$ cat src/rtl/sdiv_pkg.sv
package sdiv_pkg;
    typedef enum logic [1:0] {
        ST_IDLE = 2'd0,
        ST_RUN  = 2'd1,
        ST_FIX  = 2'd2
    } sdiv_state_e;
endpackage

$ cat src/rtl/sdiv_prep.sv
module sdiv_prep #(
    parameter int WIDTH = 16
) (
    input  logic [WIDTH-1:0] dividend,
    input  logic [WIDTH-1:0] divisor,
    output logic [WIDTH-1:0] mag_a,
    output logic [WIDTH-1:0] mag_b,
    output logic             neg_a,
    output logic             neg_b,
    output logic             zero_div,
    output logic             min_by_m1
);
    localparam logic [WIDTH-1:0] MOST_NEG = {1'b1, {(WIDTH-1){1'b0}}};
    localparam logic [WIDTH-1:0] ALL_ONES = {WIDTH{1'b1}};

    always_comb begin
        neg_a     = dividend[WIDTH-1];
        neg_b     = divisor[WIDTH-1];
        // magnitude of the most negative value still fits as unsigned
        mag_a     = neg_a ? (~dividend + 1'b1) : dividend;
        mag_b     = neg_b ? (~divisor + 1'b1) : divisor;
        zero_div  = (divisor == '0);
        min_by_m1 = (dividend == MOST_NEG) && (divisor == ALL_ONES);
    end
endmodule

$ cat src/rtl/sdiv_core.sv
module sdiv_core #(
    parameter int WIDTH = 16
) (
    input  logic             clk,
    input  logic             rst_n,
    input  logic             load,
    input  logic             step,
    input  logic [WIDTH-1:0] mag_a,
    input  logic [WIDTH-1:0] mag_b,
    output logic [WIDTH-1:0] uquo,
    output logic [WIDTH-1:0] urem
);
    typedef struct packed {
        logic [WIDTH-1:0] rem;
        logic [WIDTH-1:0] quo;
        logic [WIDTH-1:0] dvs;
    } core_t;

    core_t core_d, core_q;
    logic [WIDTH:0] shifted;
    logic [WIDTH:0] trial;

    always_comb begin
        core_d  = core_q;
        shifted = {core_q.rem, core_q.quo[WIDTH-1]};
        trial   = shifted - {1'b0, core_q.dvs};
        if (load) begin
            core_d.rem = '0;
            core_d.quo = mag_a;
            core_d.dvs = mag_b;
        end else if (step) begin
            if (!trial[WIDTH]) begin
                core_d.rem = trial[WIDTH-1:0];
                core_d.quo = {core_q.quo[WIDTH-2:0], 1'b1};
            end else begin
                core_d.rem = shifted[WIDTH-1:0];
                core_d.quo = {core_q.quo[WIDTH-2:0], 1'b0};
            end
        end
    end

    always_ff @(posedge clk or negedge rst_n) begin
        if (!rst_n) core_q <= '0;
        else        core_q <= core_d;
    end

    assign uquo = core_q.quo;
    assign urem = core_q.rem;

    // partial remainder stays below the divisor magnitude after every step
    p_rem_bound_r4: assert property (@(posedge clk) disable iff (!rst_n)
        step |=> (core_q.rem < core_q.dvs));
endmodule

$ cat src/rtl/sdiv_fix.sv
module sdiv_fix #(
    parameter int WIDTH = 16
) (
    input  logic [WIDTH-1:0] uquo,
    input  logic [WIDTH-1:0] urem,
    input  logic             flip_quo,
    input  logic             flip_rem,
    output logic [WIDTH-1:0] squo,
    output logic [WIDTH-1:0] srem
);
    always_comb begin
        squo = flip_quo ? (~uquo + 1'b1) : uquo;
        srem = flip_rem ? (~urem + 1'b1) : urem;
    end
endmodule

$ cat src/rtl/signed_divider.sv
module signed_divider
    import sdiv_pkg::*;
#(
    parameter int WIDTH = 16
) (
    input  logic             clk,
    input  logic             rst_n,
    input  logic             start,
    input  logic [WIDTH-1:0] dividend,
    input  logic [WIDTH-1:0] divisor,
    output logic             busy,
    output logic             done,
    output logic [WIDTH-1:0] quotient,
    output logic [WIDTH-1:0] remainder,
    output logic             div_by_zero,
    output logic             overflow
);
    localparam int CW = $clog2(WIDTH + 1);
    localparam logic [WIDTH-1:0] MOST_NEG = {1'b1, {(WIDTH-1){1'b0}}};
    localparam logic [CW-1:0]    LAST_CNT = CW'(WIDTH - 1);

    typedef struct packed {
        sdiv_state_e      st;
        logic [CW-1:0]    cnt;
        logic             flip_quo;
        logic             flip_rem;
        logic             done;
        logic [WIDTH-1:0] quo;
        logic [WIDTH-1:0] rem;
        logic             dz;
        logic             ov;
    } ctl_t;

    ctl_t ctl_d, ctl_q;

    logic [WIDTH-1:0] mag_a, mag_b, uquo, urem, squo, srem;
    logic             neg_a, neg_b, zero_div, min_by_m1;
    logic             accept, load, step;

    sdiv_prep #(.WIDTH(WIDTH)) u_prep (
        .dividend (dividend),
        .divisor  (divisor),
        .mag_a    (mag_a),
        .mag_b    (mag_b),
        .neg_a    (neg_a),
        .neg_b    (neg_b),
        .zero_div (zero_div),
        .min_by_m1(min_by_m1)
    );

    sdiv_core #(.WIDTH(WIDTH)) u_core (
        .clk  (clk),
        .rst_n(rst_n),
        .load (load),
        .step (step),
        .mag_a(mag_a),
        .mag_b(mag_b),
        .uquo (uquo),
        .urem (urem)
    );

    sdiv_fix #(.WIDTH(WIDTH)) u_fix (
        .uquo    (uquo),
        .urem    (urem),
        .flip_quo(ctl_q.flip_quo),
        .flip_rem(ctl_q.flip_rem),
        .squo    (squo),
        .srem    (srem)
    );

    always_comb begin
        ctl_d      = ctl_q;
        ctl_d.done = 1'b0;
        accept     = start && (ctl_q.st == ST_IDLE);
        load       = 1'b0;
        step       = 1'b0;
        case (ctl_q.st)
            ST_IDLE: begin
                if (accept) begin
                    if (zero_div) begin
                        ctl_d.quo  = '1;
                        ctl_d.rem  = dividend;
                        ctl_d.dz   = 1'b1;
                        ctl_d.ov   = 1'b0;
                        ctl_d.done = 1'b1;
                    end else if (min_by_m1) begin
                        ctl_d.quo  = MOST_NEG;
                        ctl_d.rem  = '0;
                        ctl_d.dz   = 1'b0;
                        ctl_d.ov   = 1'b1;
                        ctl_d.done = 1'b1;
                    end else begin
                        load           = 1'b1;
                        ctl_d.st       = ST_RUN;
                        ctl_d.cnt      = LAST_CNT;
                        ctl_d.flip_quo = neg_a ^ neg_b;
                        ctl_d.flip_rem = neg_a;
                    end
                end
            end
            ST_RUN: begin
                step = 1'b1;
                if (ctl_q.cnt == '0) ctl_d.st = ST_FIX;
                else                 ctl_d.cnt = ctl_q.cnt - 1'b1;
            end
            ST_FIX: begin
                ctl_d.quo  = squo;
                ctl_d.rem  = srem;
                ctl_d.dz   = 1'b0;
                ctl_d.ov   = 1'b0;
                ctl_d.done = 1'b1;
                ctl_d.st   = ST_IDLE;
            end
            default: ctl_d.st = ST_IDLE;
        endcase
    end

    always_ff @(posedge clk or negedge rst_n) begin
        if (!rst_n) begin
            ctl_q    <= '0;
            ctl_q.st <= ST_IDLE;
        end else begin
            ctl_q <= ctl_d;
        end
    end

    assign busy        = (ctl_q.st != ST_IDLE);
    assign done        = ctl_q.done;
    assign quotient    = ctl_q.quo;
    assign remainder   = ctl_q.rem;
    assign div_by_zero = ctl_q.dz;
    assign overflow    = ctl_q.ov;

    // completion is a single-cycle pulse
    p_done_pulse_r8: assert property (@(posedge clk) disable iff (!rst_n)
        done |=> !done);
    // never busy while reporting completion
    p_done_idle_r8: assert property (@(posedge clk) disable iff (!rst_n)
        done |-> !busy);
    // busy only rises in answer to a start seen while idle
    p_busy_start_r9: assert property (@(posedge clk) disable iff (!rst_n)
        $rose(busy) |-> ($past(start) && !$past(busy)));
    // the sign-fix cycle always follows the core iterations
    p_fix_after_run_r7: assert property (@(posedge clk) disable iff (!rst_n)
        (ctl_q.st == ST_FIX) |-> ($past(ctl_q.st) == ST_RUN));
    // zero-divisor result shape
    p_div_zero_r5: assert property (@(posedge clk) disable iff (!rst_n)
        (done && div_by_zero) |-> ((quotient == '1) && !overflow));
    // overflow result shape
    p_no_overflow_r6: assert property (@(posedge clk) disable iff (!rst_n)
        (done && overflow) |-> ((quotient == MOST_NEG) && (remainder == '0)));
    // a nonzero remainder follows the sign of the dividend
    p_rem_sign_r4: assert property (@(posedge clk) disable iff (!rst_n)
        (done && !div_by_zero && !overflow && (remainder != '0))
            |-> (remainder[WIDTH-1] == ctl_q.flip_rem));
endmodule

$ cat config.mk
export PLATFORM = sky130hd
export DESIGN_NAME = signed_divider
export DESIGN_NICKNAME = d
export VERILOG_FILES = /design/src/rtl/sdiv_pkg.sv /design/src/rtl/sdiv_prep.sv /design/src/rtl/sdiv_core.sv /design/src/rtl/sdiv_fix.sv /design/src/rtl/signed_divider.sv
export SDC_FILE = /design/constraint.sdc
export NUM_CORES = 1
export LEC_CHECK = 0
export ABC_AREA = 1
export BUFFER_PORTS_ARGS = -buffer_cell sky130_fd_sc_hd__buf_2
export CORE_AREA = 5 5 126 128
export CTS_CLUSTER_SIZE = 25
export DETAILED_ROUTE_END_ITERATION = 16
export DIE_AREA = 0 0 131 133
export GPL_TIMING_DRIVEN = 0
export PLACE_DENSITY_LB_ADDON = 0.12
export SYNTH_ARGS = -nofsm -noshare
export SYNTH_HDL_FRONTEND = slang
export SYNTH_SLANG_ARGS = --single-unit
$ cat constraint.sdc
create_clock -name clk -period 3 [get_ports clk]
set_input_delay 0.6 -clock clk [delete_from_list [all_inputs] [get_ports clk]]
set_output_delay 0.6 -clock clk [all_outputs]
set_load 0.03 [all_outputs]
; After elaboration in Yosys (flattened, before gate mapping)
; Cells that the tools add are included.
[op_classes]
addsub = 6
reduce_logical = 13
bitwise = 7
eq_ne = 10
mux = 22
[ops]
columns = op, n
row1 = 2-to-1 mux 32 bit, 3
row2 = 2-to-1 mux 35 bit, 2
row3 = case mux 35 bit (2 select lines), 1
row4 = adder 16 x 1 -> 16 bit (second input constant), 4
row5 = 2-to-1 mux 16 bit, 4
row6 = NOT 16 bit, 4
row7 = 2-to-1 mux 44 bit, 1
row8 = equality test 16 bit (second input constant), 2
row9 = 2-to-1 mux 9 bit, 2
row10 = subtractor 17 x 16 -> 17 bit, 1
row11 = logical NOT 16 bit, 1
row12 = != test 2 bit (second input constant), 5
row13 = case mux 5 bit (2 select lines), 1
row14 = AND reduction 4 bit, 2
row15 = nonzero test 2 bit, 4
row16 = logical NOT 5 bit, 1
row17 = 2-to-1 mux 1 bit, 5
row18 = 2-to-1 mux 5 bit, 1
row19 = AND reduction 5 bit, 1
row20 = subtractor 5 x 1 -> 5 bit (second input constant), 1
row21 = case mux 2 bit (2 select lines), 1
row22 = != test 3 x 2 -> 1 bit (second input constant), 1
row23 = AND reduction 3 bit, 1
row24 = equality test 2 x 1 -> 1 bit (second input constant), 1
row25 = other kinds (6), 8
[word_totals]
elab_cells = 70
ff_bits = 92
out_inout_bits = 36
inputBits = 35

; Depth between registers and ports, before layout
[logic_depth]
ltp_word = 7
ltp_mapped = 15
ltp_nobuf = 15

; Cells and area by module
; Synthesis repeated with hierarchy kept, for this count alone.
[hier_totals]
cells_unflattened = 1118
area_unflattened_um2 = 7475.9
[by_module_without_submodules]
columns = module, n_inst, cells_per_inst, area_each_um2
row1 = sdiv_core, 1, 494, 3502.1
row2 = signed_divider, 1, 255, 2174.6
row3 = sdiv_prep, 1, 187, 905.9
row4 = sdiv_fix, 1, 182, 893.4

; Worst setup path before layout
; Ideal clock, no wire load.
[synth_timing]
path_kind = register to register
from = reg u_core.core_q, in the netlist u_core.uquo[15]
to = reg u_core.core_q, in the netlist u_core.urem[6]
arrival_ns = 2.019
path_stages_with_launch = 16
setup_time_ns = 0.118
setup_slack_ns = 0.863
path_cell_list = dfrtp_1 inv_1 ha_1 fa_1 inv_1 nand2_1 nand2_1 nand3_1 nand2_1 nand2_1 nand2_1 nand2_1 nand2_2 nand2_1 nand3_1 nand2_1
[synth_between]
elab_chain_len = 4
[synth_lines]
columns = element, line
row1 = from (decl), sdiv_core.sv:19  ; core_t core_d, core_q;
row2 = from (signal assigned), sdiv_core.sv:44  ; else core_q <= core_d;
row3 = subtractor 17 x 16 -> 17 bit, sdiv_core.sv:26  ; trial = shifted - {1'b0, core_q.dvs};
row4 = 2-to-1 mux 32 bit, sdiv_core.sv:32  ; if (!trial[WIDTH]) begin
row5 = 2-to-1 mux 32 bit, sdiv_core.sv:31  ; end else if (step) begin
row6 = 2-to-1 mux 32 bit, sdiv_core.sv:27  ; if (load) begin
; Every way passes these cells. The select of a mux whose other input is x is not followed.
; A chain may end at the register's enable or synchronous reset.

; Worst setup path in the final report
[layout_timing]
from = reg u_core.core_q, in the netlist u_core.uquo[15]
to = reg u_core.core_q, in the netlist u_core.urem[14]
; Same word-level chain as after synthesis.

==> results_dict.tcl <==
set metrics [dict create \
    drive_above_1_share_pct 14.4 \
    cts_resized 0 \
    grt_usage_pct 23.9 \
    coreArea_sq_mm 0.0148 \
    drt_pass1_iterations 5 \
    routed_wl_um 20100 \
    worstPathArrival_ps 2890 \
    yosysUniqueCellTypes 39 \
    multi_input_area_sq_mm 0.00386 \
    seq_area_frac_synth_pct 32.4 \
    path_class "reg2reg" \
    routed_via_density 5.14 \
    vias 7006 \
    num_antenna_cells 0 \
    setup-tns-final_ps 0 \
    powerDensity_mw_per_mm2 1150 \
    finalClockSkew_ps 7.90 \
    io_buffers 70 \
    rsz0062_at_grt "no" \
    cts_hold_buf 0 \
    overflow 0 \
    finalHoldViolations 0 \
    dr.first_iter.drc_count 637 \
    syn_area_sq_mm 0.00712 \
    die_w_um 131 \
    synth-seq-cells 92 \
    syn_to_final_growth_pct 12.8 \
    drc 0 \
    synth_nets 1146 \
    max_freq_mhz 379 \
    synthCells 1087 \
    ios 71 \
    start_util_pct 48.2 \
    grt_pass1_vias 6453 \
    cts_tree "built" \
    crit_path_max_fanout 10 \
    fin_cells 1362 \
    cts_max_path_buffers 2 \
    final_nets 1228 \
    period_minus_slack_ps 2640 \
    antenna_found_initial 0 \
    grt_pass1_wl_um 32900 \
    hold_class "in2async" \
    die_area_sq_mm 0.0174 \
    yosysWarningCount 0 \
    cap_violations 0 \
    chipHeight_um 133 \
    slew_headroom_pct 52.4 \
    end_kind "register" \
    rows 45 \
    htreeDepth 3 \
    leakagePower_uw 0.00432 \
    final_core_util_pct 54.4 \
    cp.required_ps 3250 \
    grt_max_degree 55 \
    cts_buffers 9 \
    setup_violations 0 \
    status "finished, final reports clean" \
    avgSynthCellArea_sq_um 6.55 \
    cts_setup_buffers 0 \
    peakVddDrop_mv 0.455 \
    cts_root_buffer "clkbuf_16" \
    path_clk_slew_ps 70 \
    fin_total_pwr_uw 9220 \
    hpwl_um 16100 \
    fillers 1540 \
    cts_sinks 92 \
    clock_latency_ps 360 \
    drv_slew 0 \
    fin_crit_sh_pct 88.0 \
    cp-start-kind "register" \
    whs_ps 223 \
    worst_pin_slew_ps 715 \
    antenna_left 0 \
    seq_area_sq_mm 0.00230 \
    place_congestion 0.939 \
    placed_cells 1346 \
    wl_per_cell_um 14.8 \
]
## worst max-delay path: stages (launching register included)
cell,delay (ps)
dfrtp_1,390
inv_1,120
ha_1,230
fa_1,410
inv_1,130
nand2_1,60
nand2_1,70
nand3_1,100
nand2_1,150
nand2_1,120
nand2_1,110
nand2_2,140
nand2_2,260
nand2_1,90
nand3_1,90
nand2_1,50
## per-layer routing
layer | track usage, % | wire length, um | vias up
met5 | 0 | 0 | -
met4 | 7.20 | 420 | 0
met3 | 3.59 | 1180 | 26
met2 | 35.1 | 8590 | 186
met1 | 36.1 | 9920 | 3195
li1 | - | - | 3599
## final cells by class
type	instances	share of cell area (%)
multi-input combinational	784	48.1
sequential	92	28.7
inverter	149	6.97
buffer	62	4.96
timing repair buffer	71	4.74
tap	188	2.93
clock buffer	9	2.81
clock inverter	7	0.857
## stage by stage
stage | instance area [sq um] | setup slack (ps)
final | 8030 | 360
after global routing | 8030 | 171
after detailed placement | 7730 | 398
after global placement | 7700 | 389
after CTS | 8030 | 369
after floorplan | 7120 | 863
## cells in the final DEF, fill, tap and decap left out, types with 13 or more instances in the layout
master / n
nand2_1: 344
nand3_1: 178
inv_1: 145
dfrtp_1: 92
buf_2: 80
nor2_1: 64
o21ai_0: 35
buf_4: 34
a21oi_1: 29
ha_1: 23
xor2_1: 19
nor3_1: 13
clkbuf_1: 13
## state kept, by name, summed over array words and instances, names as in the netlist
name and count:
u_core.uquo 16, u_core.core_q 16, remainder 16, done 1
overflow 1, ctl_q 9, quotient 16, div_by_zero 1
u_core.urem 16
## cells by family after synthesis
family / share of synthesized area (%)
AND/OR/NAND/NOR: 41.1
buffers and inverters: 13.5
flip-flops: 32.4
AO/OA/AOI/OAI: 5.89
adder cells (fa/ha/maj): 4.33
XOR/XNOR: 2.83
## synthesized netlist by cell type, drive strengths merged
cell type    n  share of area (%)
o31ai        1               0.11
xor2        19                2.3
a21oi       29                2.0
and2         3               0.26
clkbuf      13               0.69
o211ai       3               0.32
nand4       11               0.97
nand3b      11                1.2
nor2        69                3.9
a211oi       1               0.11
nor3        15                1.3
o21a         1               0.11
xnor2        4               0.49
nand2      351                 19
fa           1               0.28
dfrtp       92                 32
o21ai       45                3.2
ha          23                4.0
nor4         1              0.088
or2          8               0.74
nand3      188                 14
inv        148                7.8
clkinv       1              0.053
buf         49                4.9
## where the power goes
group          total, uW  switching (uW)  leakage, uW  internal, uW
sequential          2370             546      0.00108          1820
clock               1140             556     0.000143           584
combinational       5720            3640      0.00310          2080
total               9220            4740      0.00432          4480
## path summary, 6_finish.rpt
kind                                                      to                          from  slack (ps)  cells past startpoint
worst max-delay path             u_core.urem[14]$_DFFE_PN0P_   u_core.uquo[15]$_DFFE_PN0P_         360                     15
worst min-delay path             u_core.urem[12]$_DFFE_PN0P_                         rst_n         220                      1
worst max register to register   u_core.urem[14]$_DFFE_PN0P_   u_core.uquo[15]$_DFFE_PN0P_         360                     15
worst min register to register  u_core.core_q[7]$_DFFE_PN0P_  u_core.core_q[7]$_DFFE_PN0P_         500                      2
max in group asynchronous        u_core.uquo[13]$_DFFE_PN0P_                         rst_n        2140                      2
min in group clk                u_core.core_q[7]$_DFFE_PN0P_  u_core.core_q[7]$_DFFE_PN0P_         500                      2
No activity file was read; power rests on OpenSTA's default activity.
